===== config.mk =====
export PLATFORM = sky130hd
export DESIGN_NAME = rop_expand_writer
export DESIGN_NICKNAME = d
export VERILOG_FILES = /design/src/rtl/rop_expand_pkg.sv /design/src/rtl/rop_byte_alu.sv /design/src/rtl/rop_lane_plan.sv /design/src/rtl/rop_rmw_seq.sv /design/src/rtl/rop_expand_writer.sv
export SDC_FILE = /design/constraint.sdc
export NUM_CORES = 1
export LEC_CHECK = 0
export BUFFER_PORTS_ARGS = -buffer_cell sky130_fd_sc_hd__buf_2
export CAP_MARGIN = 20
export CELL_PAD_IN_SITES_DETAIL_PLACEMENT = 1
export CELL_PAD_IN_SITES_GLOBAL_PLACEMENT = 1
export CORE_MARGIN = 2
export CORE_UTILIZATION = 29
export CTS_CLUSTER_SIZE = 12
export DETAILED_ROUTE_END_ITERATION = 8
export PLACE_DENSITY_LB_ADDON = 0.1
export RECOVER_POWER = 100
export REMOVE_ABC_BUFFERS = 1
export SLEW_MARGIN = 0
export SYNTH_ARGS = -nofsm -noshare
export SYNTH_HDL_FRONTEND = slang
export SYNTH_HIERARCHICAL = 1
export SYNTH_SLANG_ARGS = --single-unit

===== constraint.sdc =====
create_clock -name clk -period 4.3 [get_ports clk]
set_input_delay 0.43 -clock clk [delete_from_list [all_inputs] [get_ports clk]]
set_output_delay 0.43 -clock clk [all_outputs]
set_load 0.02 [all_outputs]

===== src/rtl/rop_expand_pkg.sv =====
package rop_expand_pkg;

  localparam int IDX_W = 6;

  typedef enum logic [1:0] {
    PATH_NONE   = 2'd0,
    PATH_EXPAND = 2'd1,
    PATH_PACKED = 2'd2,
    PATH_CMAP   = 2'd3
  } path_e;

  typedef enum logic [1:0] {
    ST_IDLE  = 2'd0,
    ST_RUN   = 2'd1,
    ST_DRAIN = 2'd2
  } seq_state_e;

  typedef struct packed {
    path_e       path;
    logic [3:0]  rop;
    logic [7:0]  pmask;
    logic [7:0]  fg;
    logic [7:0]  bg;
    logic [31:0] data;
    logic [31:0] wmask;
    logic        mask_en;
    logic        opaque_bg;
  } xfer_cfg_t;

  // pixels per transfer: power of two from the field, clamped by access size
  function automatic logic [IDX_W:0] pix_count(input logic [3:0] lg,
                                               input logic [1:0] sz);
    logic [IDX_W:0] cap;
    logic [IDX_W:0] raw;
    cap = (sz == 2'd0) ? 7'd8 : (sz == 2'd1) ? 7'd16 : 7'd32;
    raw = (lg > 4'd5) ? 7'd64 : (7'd1 << lg);
    return (raw > cap) ? cap : raw;
  endfunction

  function automatic logic [31:0] align_mask(input logic [31:0] m,
                                             input logic [1:0] sz);
    case (sz)
      2'd0:    return m >> 24;
      2'd1:    return m >> 16;
      default: return m;
    endcase
  endfunction

  function automatic logic [7:0] rop_apply(input logic [3:0] code,
                                           input logic [7:0] pm,
                                           input logic [7:0] dst,
                                           input logic [7:0] src);
    case (code)
      4'd0:    return dst & ~pm;
      4'd3:    return (dst & ~pm) | (src & pm);
      4'd6:    return dst ^ (src & pm);
      4'd10:   return dst ^ pm;
      4'd15:   return dst | pm;
      default: return dst;
    endcase
  endfunction

endpackage


===== src/rtl/rop_byte_alu.sv =====
module rop_byte_alu
  import rop_expand_pkg::*;
(
  input  logic [3:0] code,
  input  logic [7:0] pmask,
  input  logic [7:0] dst,
  input  logic [7:0] src,
  input  logic       raw,
  output logic [7:0] result
);
  logic [7:0] combined;

  always_comb begin
    combined = rop_apply(code, pmask, dst, src);
    result   = raw ? src : combined;
  end
endmodule


===== src/rtl/rop_lane_plan.sv =====
module rop_lane_plan
  import rop_expand_pkg::*;
#(
  parameter int ADDR_W = 11
) (
  input  xfer_cfg_t         cfg,
  input  logic [ADDR_W-1:0] base,
  input  logic [IDX_W:0]    lanes,
  input  logic [IDX_W-1:0]  idx,
  output logic              lane_en,
  output logic [ADDR_W-1:0] lane_addr,
  output logic [7:0]        lane_val,
  output logic              lane_raw
);
  logic [7:0]     lane_byte [4];
  logic [IDX_W:0] bit_pos;
  logic           pat_bit;
  logic           msk_bit;

  for (genvar k = 0; k < 4; k++) begin : g_byte
    assign lane_byte[k] = cfg.data[31-8*k -: 8];
  end

  always_comb begin
    bit_pos   = lanes - 7'd1 - {1'b0, idx};
    pat_bit   = cfg.data[bit_pos[4:0]];
    msk_bit   = cfg.wmask[bit_pos[4:0]];
    lane_addr = base + ADDR_W'(idx);
    lane_raw  = (cfg.path == PATH_CMAP);
    lane_en   = 1'b0;
    lane_val  = 8'h00;
    case (cfg.path)
      PATH_EXPAND: begin
        lane_val = pat_bit ? cfg.fg : cfg.bg;
        lane_en  = (!cfg.mask_en || msk_bit) && (pat_bit || cfg.opaque_bg);
      end
      PATH_PACKED: begin
        lane_val = lane_byte[idx[1:0]];
        lane_en  = !cfg.mask_en || cfg.wmask[5'd31 - {3'd0, idx[1:0]}];
      end
      PATH_CMAP: begin
        lane_val = lane_byte[idx[1:0]];
        lane_en  = 1'b1;
      end
      default: ;
    endcase
  end
endmodule


===== src/rtl/rop_rmw_seq.sv =====
module rop_rmw_seq
  import rop_expand_pkg::*;
#(
  parameter int ADDR_W = 11
) (
  input  logic              clk,
  input  logic              rst_n,
  input  logic              accept,
  input  logic              skip_all,
  input  logic [IDX_W:0]    lanes,
  input  logic              lane_en,
  input  logic [ADDR_W-1:0] lane_addr,
  input  logic [7:0]        lane_val,
  input  logic              lane_raw,
  output logic [IDX_W-1:0]  idx,
  output logic              busy,
  output logic              done,
  output logic              rd_en,
  output logic [ADDR_W-1:0] rd_addr,
  output logic              st_valid,
  output logic [ADDR_W-1:0] st_addr,
  output logic [7:0]        st_val,
  output logic              st_raw,
  output logic              xfer_last
);
  seq_state_e state_q;
  logic [IDX_W-1:0] idx_q;
  logic done_q;

  assign idx       = idx_q;
  assign busy      = (state_q != ST_IDLE);
  assign done      = done_q;
  assign xfer_last = (state_q == ST_RUN) && ({1'b0, idx_q} == lanes - 7'd1);
  assign rd_en     = (state_q == ST_RUN) && lane_en;
  assign rd_addr   = lane_addr;

  always_ff @(posedge clk or negedge rst_n) begin
    if (!rst_n) begin
      state_q  <= ST_IDLE;
      idx_q    <= '0;
      done_q   <= 1'b0;
      st_valid <= 1'b0;
      st_addr  <= '0;
      st_val   <= '0;
      st_raw   <= 1'b0;
    end else begin
      done_q   <= (state_q == ST_DRAIN);
      st_valid <= (state_q == ST_RUN) && lane_en;
      st_addr  <= lane_addr;
      st_val   <= lane_val;
      st_raw   <= lane_raw;
      case (state_q)
        ST_IDLE: if (accept) begin
          idx_q   <= '0;
          state_q <= skip_all ? ST_DRAIN : ST_RUN;
        end
        ST_RUN: begin
          idx_q <= idx_q + 1'b1;
          if (xfer_last) state_q <= ST_DRAIN;
        end
        default: state_q <= ST_IDLE;
      endcase
    end
  end
endmodule


===== src/rtl/rop_expand_writer.sv =====
module rop_expand_writer
  import rop_expand_pkg::*;
#(
  parameter int FB_W   = 64,
  parameter int FB_H   = 32,
  parameter int ADDR_W = $clog2(FB_W * FB_H)
) (
  input  logic              clk,
  input  logic              rst_n,
  input  logic              start,
  input  logic              incr_x,
  input  logic              cmap_mode,
  input  logic [1:0]        acc_size,
  input  logic [31:0]       data,
  input  logic [31:0]       op_word,
  input  logic [31:0]       access_word,
  input  logic [7:0]        fg_color,
  input  logic [7:0]        bg_color,
  input  logic [7:0]        plane_mask,
  input  logic [31:0]       write_mask,
  input  logic [31:0]       pos_in,
  output logic              busy,
  output logic              done,
  output logic              pos_we,
  output logic [31:0]       pos_out,
  output logic              rd_en,
  output logic [ADDR_W-1:0] rd_addr,
  input  logic [7:0]        rd_data,
  output logic              wr_en,
  output logic [ADDR_W-1:0] wr_addr,
  output logic [7:0]        wr_data
);
  localparam int FB_SIZE = FB_W * FB_H;

  // start-time decode
  path_e          path_d;
  logic [IDX_W:0] cnt_d;
  logic [IDX_W:0] lanes_d;
  logic [32:0]    base_d;
  logic [32:0]    end_d;
  logic           drop_d;
  logic [31:0]    adv_d;
  logic           accept;
  xfer_cfg_t      cfg_d;

  // latched transfer
  xfer_cfg_t         cfg_q;
  logic [ADDR_W-1:0] base_q;
  logic [IDX_W:0]    lanes_q;
  logic              drop_q;
  logic              incr_q;
  logic [31:0]       pos_next_q;

  // internal events brought out for the checker
  logic              lane_en;
  logic [ADDR_W-1:0] lane_addr;
  logic [7:0]        lane_val;
  logic              lane_raw;
  logic [IDX_W-1:0]  idx;
  logic              st_valid;
  logic [ADDR_W-1:0] st_addr;
  logic [7:0]        st_val;
  logic              st_raw;
  logic              xfer_last;
  logic [7:0]        alu_out;

  assign accept = start && !busy;

  always_comb begin
    if (cmap_mode) path_d = PATH_CMAP;
    else begin
      case (access_word[26:24])
        3'd6:    path_d = PATH_EXPAND;
        3'd3:    path_d = PATH_PACKED;
        default: path_d = PATH_NONE;
      endcase
    end
    cnt_d = pix_count(access_word[30:27], acc_size);
    case (path_d)
      PATH_EXPAND: lanes_d = cnt_d;
      PATH_NONE:   lanes_d = '0;
      default:     lanes_d = 7'd4;
    endcase
    if (path_d == PATH_CMAP) base_d = {1'b0, pos_in};
    else base_d = 33'(pos_in[22:13]) * 33'(FB_W) + 33'(pos_in[12:2]);
    end_d  = base_d + 33'(lanes_d);
    drop_d = end_d > 33'(FB_SIZE);
    adv_d  = (path_d == PATH_CMAP) ? 32'd4 : 32'({cnt_d, 2'b00});

    cfg_d.path      = path_d;
    cfg_d.rop       = op_word[11:8];
    cfg_d.pmask     = plane_mask;
    cfg_d.fg        = fg_color;
    cfg_d.bg        = bg_color;
    cfg_d.data      = data;
    cfg_d.wmask     = (path_d == PATH_EXPAND) ? align_mask(write_mask, acc_size)
                                              : write_mask;
    cfg_d.mask_en   = op_word[29];
    cfg_d.opaque_bg = !op_word[28] && !op_word[1];
  end

  always_ff @(posedge clk or negedge rst_n) begin
    if (!rst_n) begin
      cfg_q      <= '0;
      base_q     <= '0;
      lanes_q    <= '0;
      drop_q     <= 1'b0;
      incr_q     <= 1'b0;
      pos_next_q <= '0;
    end else if (accept) begin
      cfg_q      <= cfg_d;
      base_q     <= base_d[ADDR_W-1:0];
      lanes_q    <= lanes_d;
      drop_q     <= drop_d;
      incr_q     <= incr_x;
      pos_next_q <= pos_in + adv_d;
    end
  end

  rop_lane_plan #(.ADDR_W(ADDR_W)) plan_i (
    .cfg       (cfg_q),
    .base      (base_q),
    .lanes     (lanes_q),
    .idx       (idx),
    .lane_en   (lane_en),
    .lane_addr (lane_addr),
    .lane_val  (lane_val),
    .lane_raw  (lane_raw)
  );

  rop_rmw_seq #(.ADDR_W(ADDR_W)) seq_i (
    .clk       (clk),
    .rst_n     (rst_n),
    .accept    (accept),
    .skip_all  (drop_d || (lanes_d == '0)),
    .lanes     (lanes_q),
    .lane_en   (lane_en),
    .lane_addr (lane_addr),
    .lane_val  (lane_val),
    .lane_raw  (lane_raw),
    .idx       (idx),
    .busy      (busy),
    .done      (done),
    .rd_en     (rd_en),
    .rd_addr   (rd_addr),
    .st_valid  (st_valid),
    .st_addr   (st_addr),
    .st_val    (st_val),
    .st_raw    (st_raw),
    .xfer_last (xfer_last)
  );

  rop_byte_alu alu_i (
    .code   (cfg_q.rop),
    .pmask  (cfg_q.pmask),
    .dst    (rd_data),
    .src    (st_val),
    .raw    (st_raw),
    .result (alu_out)
  );

  assign wr_en   = st_valid;
  assign wr_addr = st_addr;
  assign wr_data = alu_out;
  assign pos_we  = done && incr_q && !drop_q;
  assign pos_out = pos_next_q;
endmodule


==> key figures <==
Cells and area
  • Final net count: 1,839
  • Most common cell after layout, fill and taps aside: nand2_1
  • Most frequent cells in the layout: nand2_1, dfrtp_1, buf_2
  • Layout area overhead: 29.5%
  • Layout cell share with drive strength beyond 1: 28.4%
  • Ant diodes: 0
  • Final std cells w/o fill: 2,132

Pwr
  • P_leak: 0.00708 µW
  • Total Power: 8760 µW
  • PwrDens: 591 nW/µm²
  • Peak supply drop: 0.277 mV

Timing
  • Setup WS post-layout: -495 ps
  • Fin crit share: 112%
  • Fin Clk Skew: 15.3 ps
  • Least-Margin Pin Slew: 2550 ps
  • Final setup fails: 5
  • Final slew viol count: 124
  • Highest Clock Rate: 0.209 GHz
  • Slew headroom: -70.1%
  • Hold Vio Cnt, Final: 0
  • Tmin final: 4790 ps
  • Min Hold Slack: 142 ps
  • Unrepaired setup endpoints after global routing: yes

Worst setup path
  • Worst-path fanout max: 7
  • WS Path Type: in2reg
  • Critical Path End Type: register
  • Reg2Reg Setup Slack: 980 ps
  • Crit start category: input pin
  • CP Data Required Time: 4700 ps
  • WP data arrival: 5190 ps

Placed design
  • IO buf count: 215
  • Final GP Congestion: 0.775
  • Dpl cells: 2,047
  • DP Worst Slack: -1270 ps
  • HPWL after detailed placement: 29,300 µm

Floorplanning
  • Io pins: 266
  • Starting Density: 29.5%
  • Core Footprint: 38,800 µm²
  • Std-Cell Rows: 72
  • DIE WIDTH: 203 µm
  • Area of the die: 41,100 µm²
  • Die span in y: 203 µm

Route
  • Routed wire length: 40,900 µm
  • Via count: 10,655
  • Mean number of vias per cell: 5.00
  • Final antenna-violating net count: 0
  • DR WL/cell: 19.2 µm
  • DRC: 0
  • Pre-antenna DRT Iters: 4
  • First DRT Iteration DRCs: 359

Status
  • Failing checks: capacitance limit, slew limit, setup timing
  • Outcome: complete, but fails checks

CTS
  • Post-CTS Hold Fix Bufs: 0
  • Worst-skew pair later-pin latency: 470 ps
  • CTS H-tree lvls: 4
  • Inserted Clock Buffers: 17
  • Clock Path Buffers: 2
  • Clock-pin slew on the worst setup and hold paths: 80 ps
  • Root buf cell: clkbuf_16
  • CTS tree: built
  • Clock Sinks: 178

Global route
  • Number of global-route vias before repair: 11,543
  • First-pass GRT wire length: 64,500 µm
  • Gr ovfl total: 0
  • Largest net degree at the start of global routing: 187
  • Total GRT Usage: 20.1%
  • Antenna violations before repair: 0

Synth
  • Number of synthesis warnings: 6
  • Synth Instances: 1,311
  • Synthesized cell area: 11,500 µm²
  • Avg Synthesized Cell Area: 8.74 µm²

Min path
  • Worst hold path type: in2reg

Job
  • Max-Cap Viols: 2
[critical path, stage by stage]
cell and delay, ps:
buf_6 100, buf_4 180, nor4bb_4 300, ha_1 310
o21ai_2 60, nand2b_1 100, or3_4 380, nor3_4 180
and3_4 220, ha_4 150, inv_4 40, fa_2 410
nand2b_4 160, a21oi_4 150, buf_6 120, a221o_1 170
o211a_1 210, nand2_1 110, or3_1 390, and3_4 200
a211oi_4 240, a21oi_2 80, or2_1 230, nor2_1 110
a21oi_1 50, o21ai_1 100
[stage by stage]
stage,utilization [%],setup TNS [ps],instance area [µm²]
floorplan,-,-201900,11100
global placement,34.6,-6580,13400
detailed placement,34.6,-7990,13400
CTS,37.3,-5770,14500
global route,38.2,-2980,14800
finish,38.2,-1500,14800
[report_power, final]
part	internal (µW)	leakage [µW]	switching, µW
registers	2390	0.00227	598
clock network	768	0.000264	782
logic	1830	0.00454	2400
[worst paths after layout]
path	start	to	depth (start not counted)
setup / recovery	access_word[28]	seq_i/state_q[0]$_DFFE_PN0P_	26
hold / removal	op_word[28]	cfg_q[0]$_DFFE_PN0P_	2
setup reg to reg	seq_i/idx[0]$_DFFE_PN0P_	seq_i/st_addr[8]$_DFF_PN0_	10
hold reg to reg	cfg_q[80]$_DFFE_PN0P_	cfg_q[80]$_DFFE_PN0P_	2
max in group asynchronous	rst_n	lanes_q[0]$_DFFE_PN0P_	2
min in group asynchronous	rst_n	cfg_q[40]$_DFFE_PN0P_	1
[what timing repair did]
action,4_1_cts,5_1_grt
buffers inserted,38,21
setup endpoints to repair,4,29
gates resized for setup,44,67
pin swaps,30,50
[registers in the layout (all words and copies together) (netlist names)]
| name | cells |
|---|---|
| cfg_q | 96 |
| pos_out | 32 |
| base_q | 11 |
| seq_i/st_addr | 11 |
| seq_i/st_val | 8 |
| lanes_q | 7 |
| seq_i/idx | 6 |
| seq_i/state_q | 2 |
| drop_q | 1 |
| incr_q | 1 |
| seq_i/done | 1 |
| seq_i/st_raw | 1 |
| seq_i/st_valid | 1 |
[layer usage]
layer  vias up  share of wire, %  GRT usage [%]
met5         -                 0              0
met4         0               1.4           5.21
met3        33               2.8           3.40
met2       163                50           35.1
met1      5319                45           25.7
li1       5140                 -              -
[cell type report]
class	instances	area, µm²
Timing Repair Buffer	346	2070
Clock inverter	12	97.6
Fill cell	4574	24000
Tap cell	518	648
Clock buffer	20	447
Inverter	43	165
Multi-Input combinational cell	1015	6940
Sequential cell	178	4460
(Power assumes the default switching activity.)
